<file path="config.mk">
export PLATFORM = sky130hd
export DESIGN_NAME = pwr_mode_ctrl
export DESIGN_NICKNAME = d
export VERILOG_FILES = /design/src/rtl/pwr_mode_pkg.sv /design/src/rtl/pwr_mode_dp.sv /design/src/rtl/pwr_mode_fsm.sv /design/src/rtl/pwr_mode_ctrl.sv
export SDC_FILE = /design/constraint.sdc
export NUM_CORES = 1
export LEC_CHECK = 0
export BUFFER_PORTS_ARGS = -buffer_cell sky130_fd_sc_hd__buf_4
export CORE_MARGIN = 3
export CORE_UTILIZATION = 48
export CTS_CLUSTER_SIZE = 24
export DETAILED_ROUTE_END_ITERATION = 12
export HOLD_SLACK_MARGIN = 0.12
export PLACE_DENSITY = 0.79
export SETUP_SLACK_MARGIN = 0.4
export SYNTH_ARGS = -nofsm -noshare
export SYNTH_HDL_FRONTEND = slang
export SYNTH_SLANG_ARGS = --single-unit
</file>
<file path="constraint.sdc">
create_clock -name clk -period 1.7 [get_ports clk]
set_input_delay 0.255 -clock clk [delete_from_list [all_inputs] [get_ports clk]]
set_output_delay 0.255 -clock clk [all_outputs]
set_load 0.01 [all_outputs]
</file>
<file path="src/rtl/pwr_mode_pkg.sv">
package pwr_mode_pkg;
  typedef enum logic [2:0] {
    PS_RUN    = 3'd0,
    PS_SLEEP  = 3'd1,
    PS_SWSTBY = 3'd2,
    PS_SETTLE = 3'd3,
    PS_HWSTBY = 3'd4
  } pwrState_t;

  typedef struct packed {
    logic loadSettle;
    logic decSettle;
  } dpStrobe_t;

  localparam int REG_W        = 8;
  localparam logic [1:0] ADDR_CTRL   = 2'd0;
  localparam logic [1:0] ADDR_SETTLE = 2'd1;
  localparam logic [1:0] ADDR_AUX    = 2'd2;
  localparam int SEL_BIT      = 7;
endpackage

</file>
<file path="src/rtl/pwr_mode_dp.sv">
module pwr_mode_dp
  import pwr_mode_pkg::*;
#(
  parameter int NUM_MOD  = 4,
  parameter int SETTLE_W = 8
) (
  input  logic               clk,
  input  logic               porRstN,
  input  logic               hwStbyN,
  input  logic               regWe,
  input  logic [1:0]         regAddr,
  input  logic [REG_W-1:0]   regWdata,
  input  dpStrobe_t          strobe,
  input  pwrState_t          state,
  output logic [REG_W-1:0]   regRdata,
  output logic               hwReq,
  output logic               stbySel,
  output logic               settleDone,
  output logic [1:0]         modeStat,
  output logic               cpgClkEn,
  output logic               cpuClkEn,
  output logic [NUM_MOD-1:0] modClkEn,
  output logic               rtcClkEn,
  output logic               tmrClkEn,
  output logic               selfRefresh
);
  logic [1:0]          hwSync;
  logic [NUM_MOD-1:0]  stopBits;
  logic [SETTLE_W-1:0] settleVal;
  logic [SETTLE_W-1:0] settleCnt;
  logic                rtcStart;
  logic                tmrFromRtc;
  logic                periphOn;
  logic [REG_W-1:0]    ctrlWord;
  logic [REG_W-1:0]    settleWord;

  always_ff @(posedge clk or negedge porRstN) begin
    if (!porRstN) hwSync <= 2'b11;
    else          hwSync <= {hwSync[0], hwStbyN};
  end
  assign hwReq = ~hwSync[1];

  always_ff @(posedge clk or negedge porRstN) begin
    if (!porRstN) begin
      stopBits   <= '0;
      stbySel    <= 1'b0;
      settleVal  <= '0;
      rtcStart   <= 1'b0;
      tmrFromRtc <= 1'b0;
    end else if (regWe) begin
      case (regAddr)
        ADDR_CTRL: begin
          stopBits <= regWdata[NUM_MOD-1:0];
          stbySel  <= regWdata[SEL_BIT];
        end
        ADDR_SETTLE: settleVal <= regWdata[SETTLE_W-1:0];
        ADDR_AUX: begin
          rtcStart   <= regWdata[0];
          tmrFromRtc <= regWdata[1];
        end
        default: ;
      endcase
    end
  end

  always_ff @(posedge clk or negedge porRstN) begin
    if (!porRstN)              settleCnt <= '0;
    else if (strobe.loadSettle) settleCnt <= settleVal;
    else if (strobe.decSettle)  settleCnt <= settleCnt - 1'b1;
  end
  assign settleDone = (settleCnt == '0);

  always_comb begin
    ctrlWord = '0;
    ctrlWord[SEL_BIT] = stbySel;
    ctrlWord[NUM_MOD-1:0] = stopBits;
    settleWord = '0;
    settleWord[SETTLE_W-1:0] = settleVal;
    case (regAddr)
      ADDR_CTRL:   regRdata = ctrlWord;
      ADDR_SETTLE: regRdata = settleWord;
      ADDR_AUX:    regRdata = {{(REG_W-2){1'b0}}, tmrFromRtc, rtcStart};
      default:     regRdata = '0;
    endcase
  end

  assign periphOn = (state == PS_RUN) || (state == PS_SLEEP);

  genvar gi;
  generate
    for (gi = 0; gi < NUM_MOD; gi++) begin : g_mod
      assign modClkEn[gi] = periphOn & ~stopBits[gi];
    end
  endgenerate

  always_comb begin
    cpuClkEn    = (state == PS_RUN);
    cpgClkEn    = periphOn || (state == PS_SETTLE);
    selfRefresh = !periphOn;
    rtcClkEn    = rtcStart && (state != PS_HWSTBY);
    case (state)
      PS_RUN:   tmrClkEn = 1'b1;
      PS_SLEEP: tmrClkEn = tmrFromRtc;
      default:  tmrClkEn = 1'b0;
    endcase
    case (state)
      PS_RUN:    modeStat = 2'b00;
      PS_SLEEP:  modeStat = 2'b01;
      PS_HWSTBY: modeStat = 2'b11;
      default:   modeStat = 2'b10;
    endcase
  end
endmodule

</file>
<file path="src/rtl/pwr_mode_fsm.sv">
module pwr_mode_fsm
  import pwr_mode_pkg::*;
(
  input  logic      clk,
  input  logic      porRstN,
  input  logic      sleepStrobe,
  input  logic      irqReq,
  input  logic      sysRst,
  input  logic      hwReq,
  input  logic      stbySel,
  input  logic      settleDone,
  output pwrState_t state,
  output dpStrobe_t strobe
);
  pwrState_t nextState;

  always_ff @(posedge clk or negedge porRstN) begin
    if (!porRstN) state <= PS_RUN;
    else          state <= nextState;
  end

  always_comb begin
    nextState = state;
    strobe    = '0;
    if (state == PS_HWSTBY) begin
      nextState = PS_HWSTBY;
    end else if (hwReq) begin
      nextState = PS_HWSTBY;
    end else begin
      case (state)
        PS_RUN:
          if (!sysRst && sleepStrobe) nextState = stbySel ? PS_SWSTBY : PS_SLEEP;
        PS_SLEEP:
          if (sysRst || irqReq) nextState = PS_RUN;
        PS_SWSTBY:
          if (sysRst) nextState = PS_RUN;
          else if (irqReq) begin
            nextState = PS_SETTLE;
            strobe.loadSettle = 1'b1;
          end
        PS_SETTLE:
          if (sysRst || settleDone) nextState = PS_RUN;
          else strobe.decSettle = 1'b1;
        default: nextState = PS_RUN;
      endcase
    end
  end
endmodule

</file>
<file path="src/rtl/pwr_mode_ctrl.sv">
module pwr_mode_ctrl
  import pwr_mode_pkg::*;
#(
  parameter int NUM_MOD  = 4,
  parameter int SETTLE_W = 8
) (
  input  logic               clk,
  input  logic               porRstN,
  input  logic               sysRst,
  input  logic               sleepStrobe,
  input  logic               irqReq,
  input  logic               hwStbyN,
  input  logic               regWe,
  input  logic [1:0]         regAddr,
  input  logic [7:0]         regWdata,
  output logic [7:0]         regRdata,
  output logic [1:0]         modeStat,
  output logic               cpgClkEn,
  output logic               cpuClkEn,
  output logic [NUM_MOD-1:0] modClkEn,
  output logic               rtcClkEn,
  output logic               tmrClkEn,
  output logic               selfRefresh
);
  pwrState_t state;
  dpStrobe_t strobe;
  logic      hwReq;
  logic      stbySel;
  logic      settleDone;

  pwr_mode_fsm fsm_i (
    .clk(clk), .porRstN(porRstN), .sleepStrobe(sleepStrobe), .irqReq(irqReq),
    .sysRst(sysRst), .hwReq(hwReq), .stbySel(stbySel), .settleDone(settleDone),
    .state(state), .strobe(strobe)
  );

  pwr_mode_dp #(.NUM_MOD(NUM_MOD), .SETTLE_W(SETTLE_W)) dp_i (
    .clk(clk), .porRstN(porRstN), .hwStbyN(hwStbyN), .regWe(regWe),
    .regAddr(regAddr), .regWdata(regWdata), .strobe(strobe), .state(state),
    .regRdata(regRdata), .hwReq(hwReq), .stbySel(stbySel), .settleDone(settleDone),
    .modeStat(modeStat), .cpgClkEn(cpgClkEn), .cpuClkEn(cpuClkEn),
    .modClkEn(modClkEn), .rtcClkEn(rtcClkEn), .tmrClkEn(tmrClkEn),
    .selfRefresh(selfRefresh)
  );
endmodule

</file>
# Yosys cells after proc, flatten, opt, wreduce, memory -nomap -nowiden
# Index checks and enable logic that the tools add are counted.
dict set report totals {
  in_bits 17
  elab_cells 65
  output_inout_bits 19
  register_bits 28
}
dict set report classes {
  n_addsub 1
  bitwise_logic 8
  n_mux 21
  eq_ne 11
  n_reduce_logical 16
}
# operator count
set op_table {}
lappend op_table {{8-bit case mux with 3 select lines} 1}
lappend op_table {{3-bit two-way mux} 7}
lappend op_table {{8-bit two-way mux} 2}
lappend op_table {{4-bit inequality test, second input constant} 3}
lappend op_table {{3-bit case mux with 4 select lines} 1}
lappend op_table {{8-bit logical NOT} 1}
lappend op_table {{8-bit by 1-bit subtractor with 8-bit output, second input constant} 1}
lappend op_table {{3-bit by 2-bit equality test with 1-bit output, second input constant} 2}
lappend op_table {{2-bit two-way mux} 3}
lappend op_table {{2-bit case mux with 3 select lines} 1}
lappend op_table {{2-bit AND reduction} 3}
lappend op_table {{1-bit two-way mux} 5}
lappend op_table {{5-bit inequality test, second input constant} 1}
lappend op_table {{1-bit bitwise AND} 4}
lappend op_table {{1-bit logical OR} 4}
lappend op_table {{1-bit inverter} 4}
lappend op_table {{4-bit AND reduction} 1}
lappend op_table {{3-bit by 1-bit equality test with 1-bit output, second input constant} 1}
lappend op_table {{3-bit equality test, second input constant} 1}
lappend op_table {{3-bit logical NOT} 1}
lappend op_table {{3-bit inequality test, second input constant} 1}
lappend op_table {{2-bit by 1-bit equality test with 1-bit output, second input constant} 1}
lappend op_table {{2-bit equality test, second input constant} 1}
lappend op_table {{1-bit logical AND} 2}
lappend op_table {{4 further kinds} 5}

# Longest topological paths before layout
# Gate-level depths: netlist of run 1.
dict set report logic_depth {
  ltp_word 8
  ltp_mapped 7
  mapped_depth_nobuf 6
}

# Hierarchy
# From an unflattened synthesis of run 1, not the netlist that was laid out.
dict set report unflattened {
  hier_cells 145
  hier_area_um2 1520.2
}
# mod n_inst cells_per_inst area_each_um2 seq_area_each_um2
set by_module_without_submodules {}
lappend by_module_without_submodules {pwr_mode_dp 1 123 1306.3 628.1}
lappend by_module_without_submodules {pwr_mode_fsm 1 22 214.0 75.1}

# Worst setup path after synthesis of run 1
# OpenSTA, ideal clock, no wires.
dict set report synth_timing {
  path_kind {register -> register}
  from {register dp_i.settleCnt[0]}
  to {register dp_i.settleCnt[1]}
  required_time_ns 1.574
  arrival_ns 1.750
  setup_slack_ns -0.176
  path_buffers 1
  stages_incl_launch_ff 7
  setup_ns 0.126
  synth_period_minus_slack_ns 1.876
  cell_sequence {dfrtp_1 inv_1 ha_1 or4b_4 o211a_4 buf_6 a221o_1}
}
dict set report synth_via {
  elab_chain_cells 7
  elab_cells_between_ends 10
  classes_between {add/sub: 1; mux: 6; reduce/logical: 3}
}
# item line
set synth_lines {}
lappend synth_lines {{start: declaration} pwr_mode_dp.sv:30} ;# logic [SETTLE_W-1:0] settleCnt;
lappend synth_lines {{start signal: assignment} pwr_mode_dp.sv:68} ;# else if (strobe.loadSettle) settleCnt <= settleVal;
lappend synth_lines {{start signal: assignment} pwr_mode_dp.sv:69} ;# else if (strobe.decSettle) settleCnt <= settleCnt - 1'b1;
lappend synth_lines {{8-bit logical NOT} pwr_mode_dp.sv:71} ;# assign settleDone = (settleCnt == '0);
lappend synth_lines {{1-bit logical OR} pwr_mode_fsm.sv:42} ;# if (sysRst || settleDone) nextState = PS_RUN;
lappend synth_lines {{1-bit two-way mux} pwr_mode_fsm.sv:42}
lappend synth_lines {{1-bit two-way mux} pwr_mode_fsm.sv:30} ;# case (state)
lappend synth_lines {{2-bit two-way mux} pwr_mode_fsm.sv:27} ;# end else if (hwReq) begin
lappend synth_lines {{2-bit two-way mux} pwr_mode_fsm.sv:25} ;# if (state == PS_HWSTBY) begin
lappend synth_lines {{2-bit nonzero test (no source line)} --}
# Parallel ways exist; a longest one is shown, timed or not. The select of a mux whose other input is x is not followed.
# A chain may end at the register's enable or synchronous reset.

# Final worst setup path of run 1
dict set report layout_timing {
  from {register dp_i.settleCnt[1]}
  to {register dp_i.settleCnt[3]}
}
# The elaborated chain is that of the path after synthesis.

==> impl_metrics.ini, run 1 <==
[sta]
fin_ws_ps = -244.3
fmax_mhz = 514.3
slew_headroom_pct = 66.27
slew_violations = 0
fin_crit_sh_pct = 114.4
tightest_slew_ps = 503.8
fin_skew_ps = 3.449
rsz0062_at_grt = true
hold_viol = 0
min_period_ps = 1944
finalSetupViolCount = 15

[logic_synthesis]
yosys_warnings = 0
syn_area_um2 = 1600
synth_most_common_cell = dfrtp_1
netlist_top_cells_area = dfrtp_1 41%, mux2_2 11%, mux2i_1 5.6%, nor2_1 4.0%, dfstp_2 3.3%
syn_nets = 171
synth_top_area_share_pct = 40.66
ys_seq_area_share_pct = 43.94
ys_seq_elements = 28
synth_edf_count = 0
synthArstFlopShare_pct = 100.0
synth.avg_cell_area_um2 = 10.53
syn_inst = 152
yosysUniqueCellTypes = 47
ys.flop_type = dfrtp_1
synth_commonest_cells = 26 x dfrtp_1, 17 x nor2_1, 15 x mux2_2
yosysTopAreaCell = dfrtp_1

[global_routing]
grt_pass1_wl_um = 8825
grt_antenna_before_repair = 0
grt_pass1_vias = 1770
overflow = 0
grt.total_usage_pct = 27.73
grt_max_degree = 29

[die]
core_um2 = 3128
rows = 20
start_util_pct = 51.16
die_h_um = 63.74
die_w_um = 63.74
dieArea_um2 = 4063
ios = 36

[finish]
drive_above_1_share_pct = 64.08
area_growth_pct = 67.01
stdcell_count = 289
diodes = 0
nets = 265
filler_cell_count = 123
fin_util_pct = 85.44

[critical_path]
critPathMaxFanout = 5
r2r_cells = 6
path_buf_inv = 1
timing.critical_path.to = dp_i.settleCnt[3]$_DFFE_PN0P_
crit_cells = 6
end_kind = flip-flop
crit_start = dp_i.settleCnt[1]$_DFFE_PN0P_
r2r_end = dp_i.settleCnt[3]$_DFFE_PN0P_
r2r-start = dp_i.settleCnt[1]$_DFFE_PN0P_
critPathTopFamily = compound AO/OA/AOI/OAI gates
cp.arrival_ps = 2210
critPathMaxStageDelay_ps = 490
worstSetupPathType = flip-flop to flip-flop
crit_chain = inv_2 > ha_4 > or4b_4 > o211a_4 > a32o_1 > a21o_1
cp_slowest_cell = or4b_4
start_kind = flip-flop
critical_path_required_ps = 1960
r2r_slack_ps = -240

[clock_tree]
cts_tree = done
path_clk_slew_ps = 170
root_buffer = clkbuf_4
clockBufferDepth = 2
h-tree-depth = 1
clock_latency_ps = 340
numCtsBuffers = 3
clock-sinks = 28

[placed_design]
place_worst_setup_slack_ps = -230.7
globalplace.congestion = 0.9074
place_hpwl_um = 2807
dp_cells = 241
port_buffers = 35

[power]
clock_power_share_pct = 23.0
swShare_pct = 29.90
pwr-share-seq_pct = 51.2
max-vdd-ir-drop_mv = 0.5631
power_frac_comb_pct = 25.8
p_int_uw = 1097
p_sw_uw = 467.9
power.density_nw_per_um2 = 585.6
p_leak_uw = 0.001264

[routing]
wl_per_cell_um = 21.61
ant_nets = 0
drtIter0Drc = 166
via_count = 1687
routed_wl_um = 6244
avgViaCountPerCell = 5.837
drt_pass1_iterations = 4
drc_errors = 0

[min_path]
hold_path_class = primary input to flip-flop

[run_status]
run_status = finished with violations
violations = negative setup slack

[run]
maxCapViolCount = 0
## sequential cells by signal, summed over array words and instances, names as in the netlist
| signal | count |
|---|---|
| dp_i.hwSync | 2 |
| dp_i.rtcStart | 1 |
| dp_i.settleCnt | 8 |
| dp_i.settleVal | 8 |
| dp_i.stbySel | 1 |
| dp_i.stopBits | 4 |
| dp_i.tmrFromRtc | 1 |
| fsm_i.state | 3 |
## area by class of cell
cell class,count,area [µm²],share of cell area [%]
multi-input combinational,110,1016,38.01
timing repair buffer,96,834.6,31.23
sequential,28,704.4,26.36
tap,44,55.05,2.060
clock buffer,4,36.28,1.358
inverter,7,26.28,0.9831
## worst register-to-register path, delay by kind of cell, from the launching register on
family          cells  cell delay, ps
buf+inv             1             100
simple gates        1             490
fa+ha+maj           1             130
compound gates      3             710
flops               1             440
## metrics by stage
step                hold slack (ps)  total power (µW)  TNS, ps  instance area [µm²]
finish                        141.9              1565    -1818                 2673
detailed placement            191.9              1044    -1468                 2043
CTS                           141.7              1428    -1327                 2460
global route                  122.1              1615    -2284                 2673
global placement              191.7              1035   -909.6                 2043
floorplan                    -40.59             927.4    -1042                 1665
## metal layers
layer,global-route usage [%],vias to the layer above,part of all wire (%)
li1,-,723,-
met1,33.11,823,37
met2,50.20,115,51
met3,5.097,26,7.2
met4,8.625,0,4.1
met5,0,-,0
## worst min-delay path by stage
| stage | cells after the start | slack, ps | start | endpoint |
|---|---|---|---|---|
| detailed placement | 1 | 190 | porRstN | fsm_i.state[0]$_DFFE_PN0P_ |
| CTS | 2 | 140 | regWdata[4] | dp_i.settleVal[4]$_DFFE_PN0P_ |
| finish | 2 | 140 | regWdata[3] | dp_i.settleVal[3]$_DFFE_PN0P_ |
| floorplan | 0 | -40 | porRstN | dp_i.rtcStart$_DFFE_PN0P_ |
| global route | 2 | 120 | regWdata[3] | dp_i.settleVal[3]$_DFFE_PN0P_ |
| global placement | 1 | 190 | porRstN | fsm_i.state[0]$_DFFE_PN0P_ |
## power by group through the flow
stage / clock network, µW / logic (µW) / registers, µW
floorplan: 0 / 133 / 795
global placement: 0 / 222 / 813
detailed placement: 0 / 228 / 816
CTS: 330 / 313 / 785
global route: 384 / 424 / 807
finish: 360 / 403 / 802
## logic make-up after synthesis
group / after synthesis / share of synthesized area [%]
AO/OA/AOI/OAI: 23 / 11.65
XOR/XNOR: 2 / 1.095
adder cells (fa/ha/maj): 2 / 1.563
buffers and inverters: 15 / 5.473
flip-flops: 28 / 43.94
multiplexers: 25 / 17.12
AND/OR/NAND/NOR: 57 / 19.16
## timing repair
| action | CTS | global route |
|---|---|---|
| hold buffers | 2 | 0 |
| gates cloned | 1 | 0 |
| endpoints found under the hold margin | 29 | 0 |
| pin swaps | 12 | 15 |
| setup buffers | 27 | 14 |
| setup endpoints to repair | 27 | 30 |
| resized for setup | 41 | 24 |
## placed cells by master (no fill, tap or decap), types with 2 or more instances in the layout
cell type | Yosys | final
buf_6 | 3 | 29
or2_4 | 0 | 2
a32oi_1 | 2 | 2
buf_4 | 2 | 65
o211a_4 | 1 | 2
clkbuf_4 | 0 | 3
inv_2 | 0 | 2
nor3_1 | 5 | 2
nor2_1 | 17 | 10
nor2b_1 | 4 | 2
ha_4 | 0 | 2
dfstp_2 | 2 | 2
dfrtp_1 | 26 | 25
inv_1 | 7 | 5
dlygate4sd3_1 | 0 | 2
o21ai_1 | 2 | 2
nor3_4 | 0 | 2
nand2_1 | 10 | 8
mux2i_1 | 9 | 8
nand3_1 | 4 | 3
o21ai_2 | 0 | 2
mux2_2 | 15 | 15
nor2_4 | 0 | 7
and2_4 | 0 | 2
nand2_4 | 0 | 2
and2_1 | 4 | 2
No activity file was read; power rests on OpenSTA's default activity.
==> run 2, diff against run 1 <==
--- a/config.mk
+++ b/config.mk
@@ -12,6 +12,7 @@
 export DETAILED_ROUTE_END_ITERATION = 12
 export HOLD_SLACK_MARGIN = 0.12
 export PLACE_DENSITY = 0.79
+export RECOVER_POWER = 25
 export SETUP_SLACK_MARGIN = 0.4
 export SYNTH_ARGS = -nofsm -noshare
 export SYNTH_HDL_FRONTEND = slang
==> impl_metrics.ini, run 2 (synthesis results as in run 1) <==
[sta]
rsz0062_at_grt = true
fin_skew_ps = 8.895
min_period_ps = 1929
hold_slack_ps = 132.0
tightest_slew_ps = 694.5
slew_violations = 0
fin_ws_ps = -228.6
hold_viol = 0
slew_headroom_pct = 53.70
finalSetupViolCount = 14
fin_crit_sh_pct = 113.4
fin_setup_tns_ps = -1756
fmax_mhz = 518.5

[finish]
area_growth_pct = 66.85
top_regs = dp_i.settleCnt: 8 flops, dp_i.settleVal: 8 flops, dp_i.stopBits: 4 flops
drive_above_1_share_pct = 64.08
diodes = 0
nets = 265
layout_commonest_cell = buf_4
final_cell_mix = 63 x buf_4, 29 x buf_6, 25 x dfrtp_1
fin_area_um2 = 2670

[critical_path]
cp.arrival_ps = 2200
end_kind = flip-flop
critical_path_required_ps = 1980
critPathMaxFanout = 5
worstSetupPathType = flip-flop to flip-flop
start_kind = flip-flop

[global_routing]
grt.total_usage_pct = 27.73
overflow = 0
grt_antenna_before_repair = 0
grt_pass1_vias = 1770
grt_pass1_wl_um = 8825
grt_max_degree = 29

[placed_design]
place_hpwl_um = 2807
port_buffers = 35
placed_area_um2 = 2043
globalplace.congestion = 0.9074

[routing]
ant_nets = 0
drt_pass1_iterations = 4
drtIter0Drc = 163
wl_per_cell_um = 21.47
routed_wl_um = 6206
drc_errors = 0
via_count = 1676
avgViaCountPerCell = 5.799

[clock_tree]
clock_latency_ps = 350
h-tree-depth = 1
numCtsBuffers = 3
clockBufferDepth = 2
cts_tree = done
root_buffer = clkbuf_4
path_clk_slew_ps = 190
clock-sinks = 28

[power]
power_uw = 1575
p_leak_uw = 0.001264
max-vdd-ir-drop_mv = 0.5705
power.density_nw_per_um2 = 589.8

[die]
start_util_pct = 51.16
ios = 36
dieArea_um2 = 4063
core_um2 = 3128
die_h_um = 63.74
die_w_um = 63.74
rows = 20

[run_status]
run_status = finished with violations
violations = negative setup slack

[min_path]
hold_path_class = primary input to flip-flop

[run]
maxCapViolCount = 0
run 2: changes by cell type in the layout (fill, tap and decap cells not counted), sizes merged:
cell	before	now
buf	94	92
clkbuf	4	6
run 2: area by class of cell:
cell class / instances / area, µm²
Timing Repair Buffer: 96 / 832.0
Inverter: 7 / 26.28
Sequential cell: 28 / 704.4
Tap cell: 44 / 55.05
Multi-Input combinational cell: 110 / 1016
Fill cell: 124 / 457.9
Clock buffer: 4 / 36.28
run 2: power breakdown:
group	switching, µW	internal (µW)
combinational	175	227
sequential	63.8	738
clock	240	131
total	478	1100
run 2: per-layer routing:
metal  track usage (%)  routed length, µm
met4             8.625                238
met1             33.11               2326
met2             50.20               3224
met3             5.097                416
met5                 0                  0
run 2: timing repair:
item | CTS | global route
pin swaps | 12 | 15
setup buffers | 27 | 14
gates resized for setup | 41 | 24
endpoints found under the hold margin | 29 | 0
hold buffers | 2 | 0
endpoints found under the setup margin | 27 | 30
gates cloned | 1 | 0
run 2: worst paths after layout:
kind | start | end | slack [ps] | cells past startpoint
setup reg to reg | dp_i.settleCnt[1]$_DFFE_PN0P_ | dp_i.settleCnt[3]$_DFFE_PN0P_ | -230 | 6
min in group asynchronous | porRstN | dp_i.settleCnt[6]$_DFFE_PN0P_ | 450 | 2
hold reg to reg | dp_i.hwSync[0]$_DFF_PN1_ | dp_i.hwSync[1]$_DFF_PN1_ | 390 | 0
max in group asynchronous | porRstN | fsm_i.state[2]$_DFFE_PN0P_ | 760 | 2
hold / removal | regWdata[3] | dp_i.settleVal[3]$_DFFE_PN0P_ | 130 | 2
setup / recovery | dp_i.settleCnt[1]$_DFFE_PN0P_ | dp_i.settleCnt[3]$_DFFE_PN0P_ | -230 | 6
run 2: through the flow:
stage                     setup slack, ps  utilization (%)  std cells
after floorplan                    -175.7                -        152
after CTS                          -178.5            78.64        275
after global placement             -154.7            65.32        241
after global routing               -286.0            85.36        289
after detailed placement           -230.7            65.32        241
final                              -228.6            85.36        289
run 2: critical path, cell delays in order (launching register included):
cell and delay [ps]:
dfrtp_1 440, inv_2 100, ha_4 130, or4b_4 490, o211a_4 290, a32o_1 260, a21o_1 150
